$ cat src/rtl/mesi_pkg.sv
package mesi_pkg;
  typedef enum logic [1:0] {
    ST_I = 2'd0,
    ST_S = 2'd1,
    ST_E = 2'd2,
    ST_M = 2'd3
  } mesi_st_t;

  typedef enum logic [1:0] {
    OP_NONE   = 2'd0,
    OP_RDMISS = 2'd1,
    OP_INVAL  = 2'd2,
    OP_RFO    = 2'd3
  } bus_op_t;
endpackage

$ cat src/rtl/mesi_prio_arb.sv
module mesi_prio_arb #(
  parameter int N    = 6,
  parameter int IDXW = 3
) (
  input  logic [N-1:0]    req,
  output logic [N-1:0]    gnt,
  output logic [IDXW-1:0] gidx,
  output logic            any
);
  always_comb begin
    gnt  = '0;
    gidx = '0;
    any  = 1'b0;
    for (int k = N - 1; k >= 0; k--) begin
      if (req[k]) begin
        gnt       = '0;
        gnt[k]    = 1'b1;
        gidx      = IDXW'(k);
        any       = 1'b1;
      end
    end
  end
endmodule

$ cat src/rtl/mesi_snoop_collect.sv
module mesi_snoop_collect #(
  parameter int N    = 6,
  parameter int IDXW = 3
) (
  input  logic [N-1:0][1:0] st,
  input  logic [IDXW-1:0]   self_idx,
  output logic              own_hit,
  output logic [IDXW-1:0]   own_idx,
  output logic [N-1:0]      peer_valid
);
  import mesi_pkg::*;

  always_comb begin
    own_hit    = 1'b0;
    own_idx    = '0;
    peer_valid = '0;
    for (int k = N - 1; k >= 0; k--) begin
      if (IDXW'(k) != self_idx) begin
        peer_valid[k] = (st[k] != ST_I);
        if (st[k] == ST_M) begin
          own_hit = 1'b1;
          own_idx = IDXW'(k);
        end
      end
    end
  end
endmodule

$ cat src/rtl/mesi_line_slot.sv
module mesi_line_slot #(
  parameter int DW = 16
) (
  input  logic          clk,
  input  logic          rst_n,
  input  logic          st_en,
  input  logic [1:0]    st_d,
  input  logic          word_en,
  input  logic [DW-1:0] word_d,
  output logic [1:0]    st_q,
  output logic [DW-1:0] word_q
);
  always_ff @(posedge clk or negedge rst_n) begin
    if (!rst_n) begin
      st_q <= 2'd0;
    end else if (st_en) begin
      st_q <= st_d;
    end
  end

  always_ff @(posedge clk or negedge rst_n) begin
    if (!rst_n) begin
      word_q <= '0;
    end else if (word_en) begin
      word_q <= word_d;
    end
  end
endmodule

$ cat src/rtl/mesi_snoop_ctrl.sv
module mesi_snoop_ctrl #(
  parameter int          NCORE    = 6,
  parameter int          DW       = 16,
  parameter int          IDXW     = $clog2(NCORE),
  parameter logic [DW-1:0] MEM_INIT = '0
) (
  input  logic                  clk,
  input  logic                  rst_n,
  input  logic [NCORE-1:0]      req_vld,
  input  logic [NCORE-1:0]      req_wr,
  input  logic [NCORE*DW-1:0]   req_wdata,
  output logic [NCORE-1:0]      done,
  output logic [2*NCORE-1:0]    line_st,
  output logic [NCORE*DW-1:0]   line_word,
  output logic [DW-1:0]         mem_word,
  output logic [1:0]            bus_op,
  output logic [IDXW-1:0]       bus_src,
  output logic                  bus_wb,
  output logic                  bus_mem_rd
);
  import mesi_pkg::*;

  logic [NCORE-1:0][DW-1:0] wd_a;
  logic [NCORE-1:0][1:0]    st_q, st_d;
  logic [NCORE-1:0][DW-1:0] wq_a, wrd_d;
  logic [NCORE-1:0]         st_en, wrd_en;

  logic [NCORE-1:0] gnt;
  logic [IDXW-1:0]  gidx;
  logic             g_any;
  logic             own_hit;
  logic [IDXW-1:0]  own_idx;
  logic [NCORE-1:0] peer_valid;

  logic [DW-1:0] mem_q, mem_d;
  logic          mem_en;
  bus_op_t       op_d, op_q;
  logic          wb_d, wb_q, mrd_d, mrd_q;
  logic [NCORE-1:0] done_q;
  logic [IDXW-1:0]  src_q;

  assign wd_a = req_wdata;

  mesi_prio_arb #(.N(NCORE), .IDXW(IDXW)) u_arb (
    .req  (req_vld),
    .gnt  (gnt),
    .gidx (gidx),
    .any  (g_any)
  );

  mesi_snoop_collect #(.N(NCORE), .IDXW(IDXW)) u_snoop (
    .st         (st_q),
    .self_idx   (gidx),
    .own_hit    (own_hit),
    .own_idx    (own_idx),
    .peer_valid (peer_valid)
  );

  for (genvar j = 0; j < NCORE; j++) begin : g_slot
    logic [1:0]    s_q;
    logic [DW-1:0] w_q;
    mesi_line_slot #(.DW(DW)) u_slot (
      .clk     (clk),
      .rst_n   (rst_n),
      .st_en   (st_en[j]),
      .st_d    (st_d[j]),
      .word_en (wrd_en[j]),
      .word_d  (wrd_d[j]),
      .st_q    (s_q),
      .word_q  (w_q)
    );
    assign st_q[j] = s_q;
    assign wq_a[j] = w_q;
  end

  // Next-state: resolve the granted request against the snooped peers.
  always_comb begin
    st_d   = st_q;
    st_en  = '0;
    wrd_d  = wq_a;
    wrd_en = '0;
    mem_d  = mem_q;
    mem_en = 1'b0;
    op_d   = OP_NONE;
    wb_d   = 1'b0;
    mrd_d  = 1'b0;
    if (g_any) begin
      if (!req_wr[gidx]) begin
        if (st_q[gidx] == ST_I) begin
          op_d         = OP_RDMISS;
          st_en[gidx]  = 1'b1;
          wrd_en[gidx] = 1'b1;
          if (own_hit) begin
            // owner drives the bus; memory read dropped, owner written back
            wrd_d[gidx]   = wq_a[own_idx];
            st_d[gidx]    = ST_S;
            st_d[own_idx] = ST_S;
            st_en[own_idx] = 1'b1;
            mem_d         = wq_a[own_idx];
            mem_en        = 1'b1;
            wb_d          = 1'b1;
          end else begin
            wrd_d[gidx] = mem_q;
            mrd_d       = 1'b1;
            if (|peer_valid) begin
              st_d[gidx] = ST_S;
              for (int k = 0; k < NCORE; k++) begin
                if (peer_valid[k]) begin
                  st_d[k]  = ST_S;
                  st_en[k] = 1'b1;
                end
              end
            end else begin
              st_d[gidx] = ST_E;
            end
          end
        end
      end else begin
        st_d[gidx]   = ST_M;
        st_en[gidx]  = 1'b1;
        wrd_d[gidx]  = wd_a[gidx];
        wrd_en[gidx] = 1'b1;
        if (st_q[gidx] == ST_S || st_q[gidx] == ST_I) begin
          op_d = (st_q[gidx] == ST_S) ? OP_INVAL : OP_RFO;
          for (int k = 0; k < NCORE; k++) begin
            if (peer_valid[k]) begin
              st_d[k]  = ST_I;
              st_en[k] = 1'b1;
            end
          end
          if (st_q[gidx] == ST_I) begin
            if (own_hit) begin
              mem_d  = wq_a[own_idx];
              mem_en = 1'b1;
              wb_d   = 1'b1;
            end else begin
              mrd_d = 1'b1;
            end
          end
        end
      end
    end
  end

  always_ff @(posedge clk or negedge rst_n) begin
    if (!rst_n) begin
      mem_q <= MEM_INIT;
    end else if (mem_en) begin
      mem_q <= mem_d;
    end
  end

  always_ff @(posedge clk or negedge rst_n) begin
    if (!rst_n) begin
      op_q   <= OP_NONE;
      wb_q   <= 1'b0;
      mrd_q  <= 1'b0;
      done_q <= '0;
      src_q  <= '0;
    end else begin
      op_q   <= op_d;
      wb_q   <= wb_d;
      mrd_q  <= mrd_d;
      done_q <= gnt;
      if (g_any) begin
        src_q <= gidx;
      end
    end
  end

  assign done       = done_q;
  assign line_st    = st_q;
  assign line_word  = wq_a;
  assign mem_word   = mem_q;
  assign bus_op     = op_q;
  assign bus_src    = src_q;
  assign bus_wb     = wb_q;
  assign bus_mem_rd = mrd_q;
endmodule

$ cat config.mk
export PLATFORM = sky130hd
export DESIGN_NAME = mesi_snoop_ctrl
export DESIGN_NICKNAME = d
export VERILOG_FILES = /design/src/rtl/mesi_pkg.sv /design/src/rtl/mesi_prio_arb.sv /design/src/rtl/mesi_snoop_collect.sv /design/src/rtl/mesi_line_slot.sv /design/src/rtl/mesi_snoop_ctrl.sv
export SDC_FILE = /design/constraint.sdc
export NUM_CORES = 1
export LEC_CHECK = 0
export BUFFER_PORTS_ARGS = -buffer_cell sky130_fd_sc_hd__buf_2
export CORE_AREA = 2 2 131 133
export DETAILED_ROUTE_END_ITERATION = 12
export DIE_AREA = 0 0 133 135
export PLACE_DENSITY = 0.92
export SLEW_MARGIN = 40
export SYNTH_ARGS = -nofsm -noshare
export SYNTH_HDL_FRONTEND = slang
export SYNTH_HIERARCHICAL = 1
export SYNTH_SLANG_ARGS = --single-unit
$ cat constraint.sdc
create_clock -name clk -period 9 [get_ports clk]
set_clock_uncertainty 0.05 [all_clocks]
set_input_delay 1.8 -clock clk [delete_from_list [all_inputs] [get_ports clk]]
set_output_delay 1.8 -clock clk [all_outputs]
set_load 0.01 [all_outputs]
==> impl_results.md <==
* Outcome: finished clean
* Worst skew pair latency at about 0.43 ns
* Post-CTS Setup Bufs at 0
* Filler instances at 1153
* Synth Net Count at 1004
* I/O pin count at 247
* Vias per inst at 6.80
* Synth unique cells at 72
* Pwr Total at 3760 uW
* Hold-fix buffers at CTS at 0
* Final Hold Fails at 0
* Vias in the first global route at 8425
* Number of enable flip-flop cells after synthesis at 0
* Ys Warns at 6
* Pwr/cell area at approximately 330 nW/um^2
* Max stage delay cell, worst path: or4b_1
* Relative slew slack at 41.7%
* Gr ovfl total at 0
* Most frequent cells in the layout: buf_2 (245), dfrtp_1 (137), mux2_2 (84), o21ai_0 (83), a2bb2oi_1 (61)
* Remaining DRCs at 0
* Syn Inst Count at ~890
* Syn_area_per_cell at ~11 um^2
* DIE AREA at 18000 um^2
* CP Data Required Time at 9.27 ns
* Maximum capacitance violations at 0
* Reg2reg path depth at 9
* Reg2reg end: g_slot[3].u_slot/word_q[11]$_DFFE_PN0P_
* Initial Util at 58.8%
* CP top delay family: simple AND/OR/NAND/NOR gates
* Critical path data arrival time at 6.51 ns
* Sinks on the clock net at 137
* First-pass GRT wire length at 48500 um
* Endpoints failing setup at 0
* Crit end category: flip-flop
* RR Startpoint: g_slot[1].u_slot/st_q[0]$_DFFE_PN0P_
* 1st-pass router iterations at 8
* Die Y-Extent at roughly 140 um
* Worst path max stage delay at 0.87 ns
* DR vias at 9065
* Worst Setup SP: req_vld[0]
* Initial antenna violation count at 3
* CTS Buf Count at 17
* Gr usage total at 35.1%
* Nets at roughly 1200
* CTS HTree Levels at 4
* Max VDD drop at 0.000175 V
* Critical Path Sink: g_slot[0].u_slot/word_q[9]$_DFFE_PN0P_
* WS Path Type: in -> reg
* Setup TNS Final at 0 ns
* Largest net degree at the start of global routing at 75
* Fmax at around 160 MHz
* R2R setup slack at 5.05 ns
* Critical-path cell list: buf_2 -> or4_1 -> nor2_2 -> nor3b_1 -> a2bb2oi_1 -> or4b_1 -> buf_4 -> or2_2 -> o31ai_1 -> nand4_1 -> o21ai_0 -> a2bb2oi_1 -> mux2_4
* Yosys reg bits at approximately 140
* GP Congestion at 0.963
* Port bufs at 246
* Asr flop ratio synth at between 90% and 100%
* Final wirelength at between 30000 and 40000 um
* Most frequent cell on the critical path: a2bb2oi_1
* Mapped Area at 9650 um^2
* Drt first-iter violations at between 1000 and 1500
* Top_reg_cell synth: dfrtp_1
* Min-Delay Path Class: reg -> reg
* Fin crit share at 69.4%
* Clock root cell: clkbuf_16
* Least-Margin Pin Slew at 0.874 ns
* Post_cts resized at 0
* Critical path peak fanout at 22
* Area delta synth->final at 18.8%
* RSZ-0062 raised after global routing: false
* Die Span X at 133 um
* CTS clk-pin slew, worst paths at roughly 0.060 ns
* Core footprint at 16400 um^2
* Tmin final at 6.24 ns
* CTS tree: built
* Post-DP HPWL at 22600 um
* # rows at 47
* Bufs on Longest Clock Path at 2
* P_leak at 0.00526 uW
* WL/cell at 24.0 um
* Crit start category: input port
* Final Max Tran Viols at 0
* Sequential fraction of the synthesis area at 35.5%
* Most common cell after layout, fill and taps aside: buf_2
* Hold_ws at 0.450 ns
* Antenna viol nets, final at 0
* Layout cell share with drive strength beyond 1 at 46.8%
* CP Depth at 13
* Bufs and invs on worst path at 2
## worst min-delay path by stage
| stage | from | to | slack [ns] | cells past startpoint |
|---|---|---|---|---|
| floorplan | mem_word[4]$_DFFE_PN0P_ | mem_word[4]$_DFFE_PN0P_ | 0.47 | 2 |
| global placement | mem_word[12]$_DFFE_PN0P_ | mem_word[12]$_DFFE_PN0P_ | 0.43 | 2 |
| detailed placement | bus_src[1]$_DFFE_PN0P_ | bus_src[1]$_DFFE_PN0P_ | 0.44 | 1 |
| CTS | bus_src[0]$_DFFE_PN0P_ | bus_src[0]$_DFFE_PN0P_ | 0.46 | 1 |
| global route | bus_src[0]$_DFFE_PN0P_ | bus_src[0]$_DFFE_PN0P_ | 0.47 | 1 |
| finish | bus_src[1]$_DFFE_PN0P_ | bus_src[1]$_DFFE_PN0P_ | 0.45 | 1 |
## area by class of cell
| class | count | area (um^2) | share of cell area (%) |
|---|---|---|---|
| Antenna cell | 3 | 7.51 | 0.0655 |
| Clock buffer | 19 | 453 | 3.95 |
| Clock inverter | 12 | 141 | 1.23 |
| Inverter | 17 | 63.8 | 0.557 |
| Multi-Input combinational cell | 659 | 5680 | 49.6 |
| Sequential cell | 137 | 3430 | 29.9 |
| Tap cell | 220 | 275 | 2.40 |
| Timing Repair Buffer | 266 | 1410 | 12.3 |
## cells in the mapped netlist (5+ instances only)
master,count,area [um^2]
a2bb2oi_1,61,534
or2_2,6,37.5
a221oi_2,5,75.1
nand3b_1,5,37.5
o221a_2,25,282
nand3_1,25,125
buf_12,6,120
nand2b_1,5,31.3
nor3_1,11,55.1
nand4_1,25,156
o21ai_0,83,415
o2bb2ai_1,6,52.6
inv_1,17,63.8
nor2_1,40,150
a22oi_1,7,52.6
o221a_1,9,101
a21o_1,8,60.1
nand2_1,24,90.1
mux2_4,60,901
mux2i_1,30,300
dfrtp_1,137,3430
a221oi_1,9,78.8
mux2_2,84,946
a31oi_1,5,31.3
o21a_1,7,52.6
buf_2,16,80.1
buf_6,10,113
o22ai_1,5,31.3
buf_4,19,143
mux4_2,7,158
clkbuf_1,27,101
nor2b_1,25,156
a21oi_1,18,90.1
## where the power goes
part / internal (uW) / total [uW] / switching (uW)
Clock: 424 / 713 / 288
Combinational: 906 / 2000 / 1090
Sequential: 808 / 1060 / 248
## metal layers
metal  vias up  GRT usage, %  part of all wire (%)
li1       3869             -                     -
met5         -             0                     0
met2       681          53.0                    44
met1      4421          49.3                    40
met3        94          7.88                    12
met4         0          14.1                   3.4
## through the flow
| step | utilization [%] | instance area [um^2] | instances | setup WS (ns) |
|---|---|---|---|---|
| floorplan | - | 9650 | 894 | 3.51 |
| global placement | 65.7 | 10800 | 1294 | 2.42 |
| CTS | 69.8 | 11400 | 1330 | 2.70 |
| detailed placement | 66.1 | 10900 | 1299 | 2.28 |
| global route | 69.8 | 11500 | 1333 | 2.60 |
| finish | 69.8 | 11500 | 1333 | 2.76 |
## registers in the layout (all words and copies together), names as in the netlist
register              count
g_slot.u_slot/st_q       12
done                      6
g_slot.u_slot/word_q     96
bus_mem_rd                1
bus_wb                    1
mem_word                 16
bus_op                    2
bus_src                   3
## kinds of logic (layout without fill, tap and decap cells)
logic type / after synthesis / count (layout) / share of synthesized area, %
multiplexers: 181 / 181 / 23.9
AND/OR/NAND/NOR: 197 / 197 / 11.3
other: 0 / 3 / 0
buffers and inverters: 98 / 314 / 6.55
flip-flops: 137 / 137 / 35.5
AO/OA/AOI/OAI: 281 / 281 / 22.7
(Power assumes the default switching activity.)
